--- config.mk ---
export PLATFORM = sky130hd
export DESIGN_NAME = core_pin_ctrl
export DESIGN_NICKNAME = d
export VERILOG_FILES = /design/src/rtl/cpin_pkg.sv /design/src/rtl/cpin_sync.sv /design/src/rtl/cpin_change_det.sv /design/src/rtl/cpin_action.sv /design/src/rtl/core_pin_ctrl.sv
export SDC_FILE = /design/constraint.sdc
export NUM_CORES = 1
export LEC_CHECK = 0
export ABC_CLOCK_PERIOD_IN_PS = 1200
export CAP_MARGIN = 15
export CORE_AREA = 4 4 55 57
export DETAILED_ROUTE_END_ITERATION = 10
export DIE_AREA = 0 0 59 61
export PLACE_DENSITY = 0.81
export SYNTH_ARGS = -nofsm -noshare
export SYNTH_HDL_FRONTEND = slang
export SYNTH_HIERARCHICAL = 1
export SYNTH_SLANG_ARGS = --single-unit
--- constraint.sdc ---
create_clock -name clk_i -period 1.2 [get_ports clk_i]
set_input_delay 0.36 -clock clk_i [delete_from_list [all_inputs] [get_ports clk_i]]
set_output_delay 0.36 -clock clk_i [all_outputs]
set_load 0.005 [all_outputs]
--- src/rtl/cpin_pkg.sv ---
package cpin_pkg;

    // pin vector layout
    localparam int unsigned PIN_W  = 7;
    localparam int unsigned P_EXT  = 0;
    localparam int unsigned P_SMI  = 1;
    localparam int unsigned P_MCHK = 2;
    localparam int unsigned P_STOP = 3;
    localparam int unsigned P_HRST = 4;
    localparam int unsigned P_SRST = 5;
    localparam int unsigned P_TBEN = 6;

    // pending vector layout
    localparam int unsigned PEND_W = 4;
    localparam int unsigned B_EXT  = 0;
    localparam int unsigned B_SMI  = 1;
    localparam int unsigned B_MCHK = 2;
    localparam int unsigned B_SRST = 3;

    typedef struct packed {
        logic [PEND_W-1:0] pend;
        logic              halt;
        logic              tb_run;
        logic              rst_req;
    } act_state_t;

endpackage

--- src/rtl/cpin_sync.sv ---
module cpin_sync #(
    parameter int unsigned W      = 7,
    parameter int unsigned STAGES = 2
) (
    input  logic         clk_i,
    input  logic         rst_ni,
    input  logic [W-1:0] d_i,
    output logic [W-1:0] q_o
);

    logic [W-1:0] stg_d [STAGES];
    logic [W-1:0] stg_q [STAGES];

    always_comb begin
        stg_d[0] = d_i;
        for (int i = 1; i < STAGES; i++) begin
            stg_d[i] = stg_q[i-1];
        end
    end

    always_ff @(posedge clk_i or negedge rst_ni) begin
        if (!rst_ni) begin
            for (int i = 0; i < STAGES; i++) begin
                stg_q[i] <= '0;
            end
        end else begin
            for (int i = 0; i < STAGES; i++) begin
                stg_q[i] <= stg_d[i];
            end
        end
    end

    assign q_o = stg_q[STAGES-1];

endmodule

--- src/rtl/cpin_change_det.sv ---
module cpin_change_det #(
    parameter int unsigned W = 7
) (
    input  logic         clk_i,
    input  logic         rst_ni,
    input  logic [W-1:0] lvl_i,
    output logic [W-1:0] chg_o
);

    typedef struct packed {
        logic [W-1:0] seen;
    } det_state_t;

    det_state_t s_d, s_q;

    always_comb begin
        s_d      = s_q;
        chg_o    = lvl_i ^ s_q.seen;
        // only differing bits move; equal bits keep their value anyway
        s_d.seen = (s_q.seen & ~chg_o) | (lvl_i & chg_o);
    end

    always_ff @(posedge clk_i or negedge rst_ni) begin
        if (!rst_ni) begin
            s_q <= '0;
        end else begin
            s_q <= s_d;
        end
    end

endmodule

--- src/rtl/cpin_action.sv ---
module cpin_action
    import cpin_pkg::*;
(
    input  logic              clk_i,
    input  logic              rst_ni,
    input  logic [PIN_W-1:0]  lvl_i,
    input  logic [PIN_W-1:0]  chg_i,
    input  logic [PEND_W-1:0] clr_i,
    output logic [PEND_W-1:0] pend_o,
    output logic              irq_o,
    output logic              halt_o,
    output logic              tb_run_o,
    output logic              rst_req_o
);

    act_state_t        s_d, s_q;
    logic [PIN_W-1:0]  rise, fall;
    logic [PEND_W-1:0] set_v, drop_v;

    always_comb begin
        rise = chg_i & lvl_i;
        fall = chg_i & ~lvl_i;

        set_v  = '0;
        drop_v = '0;
        set_v[B_EXT]   = rise[P_EXT];
        drop_v[B_EXT]  = fall[P_EXT];
        set_v[B_SMI]   = rise[P_SMI];
        drop_v[B_SMI]  = fall[P_SMI];
        set_v[B_SRST]  = rise[P_SRST];
        drop_v[B_SRST] = fall[P_SRST];
        set_v[B_MCHK]  = fall[P_MCHK];

        s_d         = s_q;
        s_d.rst_req = 1'b0;
        // a set event outranks the clear input on the same edge
        s_d.pend    = (s_q.pend & ~clr_i & ~drop_v) | set_v;

        if (fall[P_HRST]) begin
            s_d.rst_req = 1'b1;
            s_d.halt    = 1'b0;
        end
        if (fall[P_STOP]) begin
            s_d.halt = 1'b1;
        end
        if (rise[P_TBEN]) begin
            s_d.tb_run = 1'b1;
        end else if (fall[P_TBEN]) begin
            s_d.tb_run = 1'b0;
        end
    end

    always_ff @(posedge clk_i or negedge rst_ni) begin
        if (!rst_ni) begin
            s_q <= '0;
        end else begin
            s_q <= s_d;
        end
    end

    assign pend_o    = s_q.pend;
    assign irq_o     = |s_q.pend;
    assign halt_o    = s_q.halt;
    assign tb_run_o  = s_q.tb_run;
    assign rst_req_o = s_q.rst_req;

endmodule

--- src/rtl/core_pin_ctrl.sv ---
module core_pin_ctrl #(
    parameter int unsigned SYNC_STAGES = 2
) (
    input  logic                        clk_i,
    input  logic                        rst_ni,
    input  logic                        ext_irq_i,
    input  logic                        smi_i,
    input  logic                        mchk_i,
    input  logic                        chkstop_n_i,
    input  logic                        hreset_n_i,
    input  logic                        sreset_i,
    input  logic                        tb_en_i,
    input  logic [cpin_pkg::PEND_W-1:0] clr_i,
    output logic [cpin_pkg::PEND_W-1:0] pend_o,
    output logic                        irq_req_o,
    output logic                        halt_o,
    output logic                        core_rst_req_o,
    output logic                        tb_run_o
);

    import cpin_pkg::*;

    logic [PIN_W-1:0] pins_raw, pins_sync, pins_chg;

    always_comb begin
        pins_raw         = '0;
        pins_raw[P_EXT]  = ext_irq_i;
        pins_raw[P_SMI]  = smi_i;
        pins_raw[P_MCHK] = mchk_i;
        pins_raw[P_STOP] = chkstop_n_i;
        pins_raw[P_HRST] = hreset_n_i;
        pins_raw[P_SRST] = sreset_i;
        pins_raw[P_TBEN] = tb_en_i;
    end

    cpin_sync #(.W(PIN_W), .STAGES(SYNC_STAGES)) u_sync (
        .clk_i  (clk_i),
        .rst_ni (rst_ni),
        .d_i    (pins_raw),
        .q_o    (pins_sync)
    );

    cpin_change_det #(.W(PIN_W)) u_det (
        .clk_i  (clk_i),
        .rst_ni (rst_ni),
        .lvl_i  (pins_sync),
        .chg_o  (pins_chg)
    );

    cpin_action u_act (
        .clk_i     (clk_i),
        .rst_ni    (rst_ni),
        .lvl_i     (pins_sync),
        .chg_i     (pins_chg),
        .clr_i     (clr_i),
        .pend_o    (pend_o),
        .irq_o     (irq_req_o),
        .halt_o    (halt_o),
        .tb_run_o  (tb_run_o),
        .rst_req_o (core_rst_req_o)
    );

endmodule

==> results_dict.tcl <==
set metrics [dict create \
    dpl-instance-area_um2 1350 \
    worstPathRequired_ps 840 \
    setup_ws_ps -550 \
    holdWs_ps 362 \
    nNetsFinal 142 \
    antenna_found_initial 0 \
    grt_start_max_net_pins 29 \
    synth_mux_area_share_pct 1.05 \
    p_per_area_nw_per_um2 1330 \
    dp_hpwl_um 1230 \
    insertion_delay_ps 310 \
    avgSynthCellArea_um2 13.2 \
    synth_compound_gate_area_share_pct 2.57 \
    leakage_uw 0.000741 \
    power_frac_clock_pct 18.9 \
    finalWorstPathRequiredPeriod_ps 1750 \
    setup_tns_ps -1220 \
    portBuffers 20 \
    ioPinCount 21 \
    synth_top_family_by_area "adder cells" \
    p_sw_uw 462 \
    rsz0062_at_grt "yes" \
    grt_overflow 0 \
    drive_above_1_share_pct 20.4 \
    design_area_um2 1410 \
    syn_nets 108 \
    combPwrFrac_pct 22.2 \
    yosysWarnings 6 \
    grt_pass1_wl_um 2730 \
    synthesis.area_um2 1070 \
    fin_skew_ps 4.61 \
    path_class "reg -> out" \
    tritoncts "yes" \
    place_ws_ps -536 \
    cp.arrival_ps 1390 \
    core-area_um2 2480 \
    post-route-drc-count 0 \
    cts_buffers 3 \
    relSlewSlack_pct 89.2 \
    hold_viol_final 0 \
    ant_nets 0 \
    avgViaCountPerCell 4.45 \
    diodes 0 \
    vdd_drop_max_uv 1020 \
    start_kind "register" \
    areaGrowthSynthToFinish_pct 31.8 \
    syn_inst 81 \
    tightest_slew_ps 160 \
    vias 636 \
    period_share_pct 146 \
    globalplace.congestion 0.763 \
    initialDrtViolationCount 13 \
    status "complete, but fails checks" \
    failed_checks "negative setup slack" \
    crit_path_end_kind "output pin" \
    synth_seq_cells 28 \
    cap_violations 0 \
    cts_max_path_buffers 2 \
    yosys.cell_types.count 12 \
    grt_pass1_vias 646 \
    drv_slew 0 \
    grt_usage_pct 10.5 \
    max_freq_mhz 572 \
    drt-pass1-iter-count 3 \
    wl_um 1720 \
    htreeDepth 1 \
    initial_core_util_pct 43.2 \
    swShare_pct 24.6 \
    yosys.area_share.adder_pct 16.4 \
    power_frac_seq_pct 58.9 \
    die_y_um 61 \
    clk_pin_slew_ps 120 \
    hold_path_class "reg -> reg" \
    timing.final.setup_violations 6 \
    cts_hold_repair.buffers 0 \
    synthSimpleGateAreaFrac_pct 8.29 \
    cts-root-buf "clkbuf_4" \
    fillers 214 \
    p_int_uw 1420 \
    rows 18 \
    wl_per_cell_um 12.0 \
    p_total_uw 1880 \
    synthXorXnorAreaFrac_pct 0 \
    die_area_um2 3600 \
    path_max_fanout 2 \
    cts_sinks 28 \
    ys_seq_area_share_pct 65.4 \
    die_w_um 59 \
]
[routing by layer]
layer	share of wire (%)	vias to the layer above	routed length, um	global-route usage [%]
met5	0	-	0	0
li1	-	311	-	-
met4	2.6	0	44	6.15
met1	38	307	659	11.0
met2	55	12	947	18.6
met3	4.0	6	68	3.19
[critical path, stage by stage (launching register included)]
cell	delay [ps]
dfrtp_1	410
or4_1	530
buf_2	150
[cells by family after synthesis]
logic type                 Yosys count
DFF                                 28
buffers and inverters               18
and+or+nand+nor                     15
adders and majority gates           14
AOI/OAI and AO/OA                    5
muxes                                1
[power groups by stage]
stage	combinational (uW)	sequential [uW]	clock (uW)
2_1_floorplan	138	1120	0
3_3_place_gp	362	1110	0
3_5_place_dp	384	1120	0
4_1_cts	367	1110	379
5_1_grt	468	1120	435
6_report	417	1110	355
[path summary, 6_finish.rpt]
| kind | slack (ps) | end | startpoint | cells past startpoint |
|---|---|---|---|---|
| max in group asynchronous | 670 | u_act/pend_o[1] | rst_ni | 2 |
| setup reg to reg | 30 | u_act/tb_run_o | u_sync/q_o[6] | 3 |
| setup / recovery | -550 | irq_req_o | u_act/pend_o[3] | 2 |
| min in group asynchronous | 380 | u_sync/q_o[4] | rst_ni | 2 |
| hold reg to reg | 360 | u_sync/q_o[1] | u_sync/stg_d[1] | 0 |
| hold / removal | 360 | u_sync/q_o[1] | u_sync/stg_d[1] | 0 |
[placed cells by master (no fill, tap or decap)]
cell type	synthesis	final
o22ai_1	2	2
buf_12	0	1
or4_1	1	1
nand2b_1	2	2
inv_2	0	1
ha_1	14	14
o21ai_1	0	1
o21ai_0	3	2
or2_1	7	7
nand2_1	3	3
buf_6	0	7
buf_4	0	4
buf_2	0	5
nor2b_2	0	1
or2b_1	1	1
inv_1	18	17
clkbuf_4	0	3
mux2_4	0	1
dfrtp_1	28	28
clkdlybuf4s50_1	0	12
[sequential cells by signal (all words and copies together), names as in the netlist]
name and count:
u_sync/q_o 7, u_act/tb_run_o 1, u_act/rst_req_o 1, u_det/s_q 7, u_sync/stg_d 7, u_act/halt_o 1, u_act/pend_o 4
[per-stage QoR]
stage	std cells	util, %
6_report	143	57.0
5_1_grt	143	57.0
4_1_cts	139	54.9
3_5_place_dp	135	54.5
3_3_place_gp	135	54.5
2_1_floorplan	81	-
[cell type report]
class	count	area, um2	share of cell area [%]
sequential	28	701	49.6
tap	30	37.5	2.66
inverter	18	67.6	4.79
multi-input combinational	35	309	21.9
timing repair buffer	29	274	19.4
clock buffer	3	22.5	1.60
[cells in the mapped netlist]
cell type	number	share of area (%)
o22ai_1	2	1.2
nor2b_1	1	0.58
or2b_1	1	0.70
or4_1	1	0.70
inv_1	18	6.3
mux2_2	1	1.1
nand2_1	3	1.1
nand2b_1	2	1.2
or2_1	7	4.1
ha_1	14	16
dfrtp_1	28	65
o21ai_0	3	1.4
[what timing repair did]
action | in CTS | in global routing
gates cloned | 0 | 0
pin swaps | 1 | 2
buffers inserted | 2 | 4
gates resized for setup | 36 | 7
endpoints found under the setup margin | 9 | 11
(Power assumes the default switching activity.)
